`config.mk`:
```
export PLATFORM = sky130hd
export DESIGN_NAME = pipe_hazard_ctrl
export DESIGN_NICKNAME = d
export VERILOG_FILES = /design/src/rtl/pipe_hz_pkg.sv /design/src/rtl/hz_fwd_pick.sv /design/src/rtl/hz_load_use.sv /design/src/rtl/hz_regfile.sv /design/src/rtl/pipe_hazard_ctrl.sv
export SDC_FILE = /design/constraint.sdc
export NUM_CORES = 2
export LEC_CHECK = 0
export BUFFER_PORTS_ARGS = -buffer_cell sky130_fd_sc_hd__buf_2
export CORE_UTILIZATION = 30
export DETAILED_ROUTE_END_ITERATION = 7
export MAX_ROUTING_LAYER = met4
export PLACE_DENSITY = 0.44
export RECOVER_POWER = 50
export SLEW_MARGIN = 20
export SYNTH_ARGS = -nofsm -noshare
export SYNTH_HDL_FRONTEND = slang
export SYNTH_SLANG_ARGS = --single-unit
```
`constraint.sdc`:
```
create_clock -name clk -period 2.8 [get_ports clk]
set_clock_uncertainty 0.1 [all_clocks]
set_input_delay 0.42 -clock clk [delete_from_list [all_inputs] [get_ports clk]]
set_output_delay 0.42 -clock clk [all_outputs]
set_load 0.01 [all_outputs]
```
`src/rtl/pipe_hz_pkg.sv`:
```
package pipe_hz_pkg;

    // Operand source selection for the ALU input multiplexers
    typedef enum logic [1:0] {
        FWD_NONE     = 2'b00,
        FWD_FROM_WB  = 2'b01,
        FWD_FROM_MEM = 2'b10
    } fwd_sel_e;

    // Number of ALU operands that need a select code
    localparam int OPERANDS = 2;

    // The newer producer is preferred over the older one
    function automatic fwd_sel_e pick_source(input logic near_hit, input logic far_hit);
        if (near_hit) begin
            return FWD_FROM_MEM;
        end
        if (far_hit) begin
            return FWD_FROM_WB;
        end
        return FWD_NONE;
    endfunction

endpackage

```
`src/rtl/hz_fwd_pick.sv`:
```
module hz_fwd_pick
    import pipe_hz_pkg::*;
#(
    parameter int ADDR_W = 5
) (
    input  logic [ADDR_W-1:0] src,
    input  logic              mem_wr_en,
    input  logic [ADDR_W-1:0] mem_rd,
    input  logic              wb_wr_en,
    input  logic [ADDR_W-1:0] wb_rd,
    output fwd_sel_e          sel
);

    logic near_hit;
    logic far_hit;

    // Register 0 is hard-wired, so it never counts as a producer
    assign near_hit = mem_wr_en && (mem_rd != '0) && (mem_rd == src);
    assign far_hit  = wb_wr_en  && (wb_rd  != '0) && (wb_rd  == src);

    assign sel = pick_source(near_hit, far_hit);

endmodule

```
`src/rtl/hz_load_use.sv`:
```
module hz_load_use #(
    parameter int ADDR_W = 5
) (
    input  logic              ex_mem_read,
    input  logic [ADDR_W-1:0] ex_rd,
    input  logic [ADDR_W-1:0] id_rs,
    input  logic [ADDR_W-1:0] id_rt,
    output logic              stall
);

    logic dst_live;
    logic src_hit;

    assign dst_live = ex_mem_read && (ex_rd != '0);
    assign src_hit  = (ex_rd == id_rs) || (ex_rd == id_rt);
    assign stall    = dst_live && src_hit;

endmodule

```
`src/rtl/hz_regfile.sv`:
```
module hz_regfile #(
    parameter int ADDR_W = 5,
    parameter int DATA_W = 32,
    parameter int PORTS  = 2
) (
    input  logic              clk,
    input  logic              rst,
    input  logic              wr_en,
    input  logic [ADDR_W-1:0] wr_addr,
    input  logic [DATA_W-1:0] wr_data,
    input  logic [ADDR_W-1:0] rd_addr [PORTS],
    output logic [DATA_W-1:0] rd_data [PORTS]
);

    localparam int NREG = 1 << ADDR_W;

    logic [DATA_W-1:0] cells [NREG];
    logic              wr_live;

    assign wr_live = wr_en && (wr_addr != '0);

    always_ff @(posedge clk) begin
        if (rst) begin
            for (int i = 0; i < NREG; i++) begin
                cells[i] <= '0;
            end
        end else if (wr_live) begin
            cells[wr_addr] <= wr_data;
        end
    end

    for (genvar p = 0; p < PORTS; p++) begin : g_read
        always_comb begin
            if (rd_addr[p] == '0) begin
                rd_data[p] = '0;
            end else if (wr_live && (wr_addr == rd_addr[p])) begin
                rd_data[p] = wr_data;
            end else begin
                rd_data[p] = cells[rd_addr[p]];
            end
        end
    end

endmodule

```
`src/rtl/pipe_hazard_ctrl.sv`:
```
module pipe_hazard_ctrl
    import pipe_hz_pkg::*;
#(
    parameter int ADDR_W = 5,
    parameter int DATA_W = 32,
    parameter int CTRL_W = 8
) (
    input  logic              clk,
    input  logic              rst,
    input  logic [ADDR_W-1:0] id_rs,
    input  logic [ADDR_W-1:0] id_rt,
    input  logic [CTRL_W-1:0] id_ctrl_in,
    input  logic [ADDR_W-1:0] ex_rs,
    input  logic [ADDR_W-1:0] ex_rt,
    input  logic [ADDR_W-1:0] ex_rd,
    input  logic              ex_mem_read,
    input  logic              mem_wr_en,
    input  logic [ADDR_W-1:0] mem_rd,
    input  logic              wb_wr_en,
    input  logic [ADDR_W-1:0] wb_rd,
    input  logic [DATA_W-1:0] wb_data,
    output logic [1:0]        fwd_a,
    output logic [1:0]        fwd_b,
    output logic              pc_we,
    output logic              ifid_we,
    output logic              bubble,
    output logic [CTRL_W-1:0] id_ctrl_out,
    output logic [DATA_W-1:0] rd_data_a,
    output logic [DATA_W-1:0] rd_data_b
);

    logic [ADDR_W-1:0] ex_src  [OPERANDS];
    logic [ADDR_W-1:0] id_src  [OPERANDS];
    logic [DATA_W-1:0] id_data [OPERANDS];
    fwd_sel_e          op_sel  [OPERANDS];
    logic              stall;

    assign ex_src[0] = ex_rs;
    assign ex_src[1] = ex_rt;
    assign id_src[0] = id_rs;
    assign id_src[1] = id_rt;

    // One forwarding selector per ALU operand
    for (genvar k = 0; k < OPERANDS; k++) begin : g_operand
        hz_fwd_pick #(
            .ADDR_W (ADDR_W)
        ) i_pick (
            .src       (ex_src[k]),
            .mem_wr_en (mem_wr_en),
            .mem_rd    (mem_rd),
            .wb_wr_en  (wb_wr_en),
            .wb_rd     (wb_rd),
            .sel       (op_sel[k])
        );
    end

    assign fwd_a = op_sel[0];
    assign fwd_b = op_sel[1];

    hz_load_use #(
        .ADDR_W (ADDR_W)
    ) i_load_use (
        .ex_mem_read (ex_mem_read),
        .ex_rd       (ex_rd),
        .id_rs       (id_rs),
        .id_rt       (id_rt),
        .stall       (stall)
    );

    // Freeze the front end and turn the decode slot into a no-op
    assign bubble      = stall;
    assign pc_we       = !stall;
    assign ifid_we     = !stall;
    assign id_ctrl_out = stall ? '0 : id_ctrl_in;

    hz_regfile #(
        .ADDR_W (ADDR_W),
        .DATA_W (DATA_W),
        .PORTS  (OPERANDS)
    ) i_regfile (
        .clk     (clk),
        .rst     (rst),
        .wr_en   (wb_wr_en),
        .wr_addr (wb_rd),
        .wr_data (wb_data),
        .rd_addr (id_src),
        .rd_data (id_data)
    );

    assign rd_data_a = id_data[0];
    assign rd_data_b = id_data[1];

endmodule

```
==> run_results.csv <==
group,metric,value,unit
detailed_routing,viasPerCell,5.73,
synthesis,ys_ff_latch,1024,
floorplanning,die_w,433,um
timing,period_needed,3.39,ns
timing,max_slew_margin,0.0109,
timing,fin_crit_sh,1.21,
run_status,outcome,"finished, violations left",
worst_setup_path,cp-end-kind,"primary output",
timing,tightest_slew,1.48,ns
finish,largest_reg_flops,1024,
finish,drive_above_1_share,0.389,
clocking,cts_buffers,120,
timing,clock.fmax,295,MHz
power,seqPwrFrac,0.451,
synthesis,ys_warn_count,0,
timing,hold_viol_final,0,
power,p_leak,25.1,nW
timing,tns,-20.96,ns
timing,hold-worst-slack,0.0619,ns
timing,slew_viol_final,0,
finish,final_util,0.383,
clocking,cts_root_buffer,"clkbuf_16",
worst_setup_path,crit_path_max_fanout,2,
clocking,cts.clk_slew.worst_paths,0.06,ns
global_route,grt_pass1_vias,39900,
global_route,grt_max_degree,40,
power,switching_share,0.274,
synthesis,async_flop_share,0,
floorplanning,die_area,0.188,mm^2
finish,final_nets,4526,
detailed_routing,final_antenna_net_count,0,
clocking,cts_max_path_buffers,3,
timing,setup_ws,-0.591,ns
synthesis,ys_seq_area_frac,0.552,
synthesis,synth_area_per_cell,14.4,um^2
floorplanning,initial_core_util,0.303,
clocking,htree_levels,3,
floorplanning,die_height,433,um
finish,final_cell_mix,"edfxtp_1, and2_1, buf_4",
power,clock_power_share,0.382,
worst_setup_path,path_cells,"mux4_4, mux2_2, a221o_1, a32o_2, buf_6",
timing,rsz0062_at_grt,"true",
min_path,worstHoldPathType,"in2reg",
synthesis,netlist_instances,3878,
power,internal-power,29.2,mW
synthesis,synth_ff_type,"edfxtp_1",
finish,stdcell_area,0.0705,mm^2
placed_design,place_congestion,0.879,
floorplanning,rows,157,
detailed_routing,drc_errors,0,
finish,reg_top3,"i_regfile.cells x1024",
detailed_routing,wl_per_cell,38.3,um
finish,largest-register,"i_regfile.cells",
worst_setup_path,cp_slowest_cell,"mux4_4",
power,comb_power_share,0.167,
worst_setup_path,max_stage_delay,0.60,ns
run_status,violations,"negative setup slack",
clocking,cts_tree,"yes",
synthesis,ys_types,60,
worst_setup_path,cp-start-kind,"flop",
global_route,grt.overflow.total,0,
placed_design,postPlaceCellArea,0.0650,mm^2
run,max-cap-violations,0,
detailed_routing,drt_iter0_drc,5785,
power,ir_drop,0.515,mV
global_route,antenna_found_initial,41,
detailed_routing,vias,40200,
floorplanning,coreArea,0.184,mm^2
global_route,grt_pass1_wl,359000,um
placed_design,placed_cells_incl_taps,6744,
placed_design,numPortBuffers,158,
synthesis,netlist_area,0.0558,mm^2
synthesis,synth-edff-count,1024,
power,p_per_area,571,mW/mm^2
detailed_routing,drt_wl_total,269000,um
detailed_routing,dr.pass1.iters,5,
clocking,clock_sinks,1024,
finish,mostFrequentLayoutCell,"edfxtp_1",
finish,final_cells,7017,
worst_setup_path,crit_type,"reg2out",
power,p_sw,11.0,mW
worst_setup_path,cp.arrival,2.87,ns
global_route,grt_usage,0.292,
placed_design,detailed_place_hpwl,174000,um
finish,areaGrowthSynthToFinish,26.5,%
worst_setup_path,required,2.28,ns
timing,setup_viol,171,
floorplanning,io_pins,159,
kinds of logic after synthesis:
| kind of cell | count (synthesis) | synth area share |
|---|---|---|
| mux | 664 | 0.212 |
| buf+inv | 417 | 0.0355 |
| simple gates | 1347 | 0.143 |
| other cells | 1 | 0.0000673 |
| compound gates | 385 | 0.0515 |
| xor+xnor | 40 | 0.00628 |
| flops | 1024 | 0.552 |
final cells by class:
cell class,instances,area [um^2]
clock buffer,154,3170
timing repair buffer,829,8050
antenna,16,40.0
tap,2464,3080
inverter,3,12.5
sequential,1024,30700
clock inverter,59,498
multi-input combinational,2468,24900
fill,17400,113000
repair_timing:
item | CTS | global route
endpoints found under the setup margin | 64 | 69
cloned | 3 | 1
hold buffers | 10 | 0
resized for setup | 368 | 88
endpoints found under the hold margin | 59 | 0
pin swaps | 174 | 81
buffers inserted | 52 | 15
critical path: cells and delay by family, from the launching register on:
family | cells | cell delay, ns
multiplexers | 2 | 0.89
flip-flops | 1 | 0.40
buffers and inverters | 1 | 0.15
AO/OA/AOI/OAI | 2 | 0.62
path summary, 6_finish.rpt:
path,startpoint,end,slack (ns),cells after the start
worst max-delay path,i_regfile.cells[24][4],rd_data_b[4],-0.59,5
worst min-delay path,wb_data[13],i_regfile.cells[2][13],0.06,2
power groups by stage:
| stage | Clock [mW] | Sequential [mW] | Combinational [mW] |
|---|---|---|---|
| finish | 15.4 | 18.2 | 6.72 |
| CTS | 15.6 | 18.1 | 6.66 |
| floorplan | 0 | 18.3 | 2.96 |
| global placement | 0 | 18.4 | 6.13 |
| detailed placement | 0 | 18.4 | 6.13 |
| global route | 16.1 | 18.2 | 6.89 |
through the flow:
stage / worst slack [ns] / power [mW]
6_report: -0.591 / 40.2
4_1_cts: -0.655 / 40.3
2_1_floorplan: 0.114 / 21.2
5_1_grt: -0.629 / 41.2
3_5_place_dp: -0.646 / 24.6
3_3_place_gp: -0.718 / 24.6
metal layers:
layer  up-vias  share of wire  global-route usage
li1      16000              -                   -
met1     21200           0.40               0.377
met2      2414           0.47               0.458
met3       557          0.093              0.0542
met4         0          0.046               0.110
met5         -              0                   -
cells in the mapped netlist (all sizes together), types with 6 or more instances:
library cell / number / share of area
xor2: 18 / 0.0028
nor4: 15 / 0.0017
or2: 35 / 0.0039
nand3b: 6 / 0.00081
o22ai: 71 / 0.0080
nor3: 38 / 0.0035
a2111oi: 10 / 0.0016
o31ai: 8 / 0.0011
o22a: 8 / 0.0013
edfxtp: 1024 / 0.55
or4: 7 / 0.00094
mux4: 406 / 0.16
nand3: 33 / 0.0030
a32o: 30 / 0.0054
nor2b: 22 / 0.0025
a221o: 27 / 0.0048
a221oi: 24 / 0.0038
o211ai: 7 / 0.00094
mux2: 67 / 0.014
and2: 996 / 0.11
o221ai: 24 / 0.0038
o21ai: 27 / 0.0024
a21oi: 39 / 0.0036
clkbuf: 260 / 0.018
buf: 154 / 0.018
mux2i: 191 / 0.034
a22oi: 62 / 0.0083
nor2: 86 / 0.0058
xnor2: 22 / 0.0035
a211oi: 30 / 0.0040
nand2: 85 / 0.0057
nand4: 7 / 0.00079
Note: power is estimated with default switching activity, not from simulation.
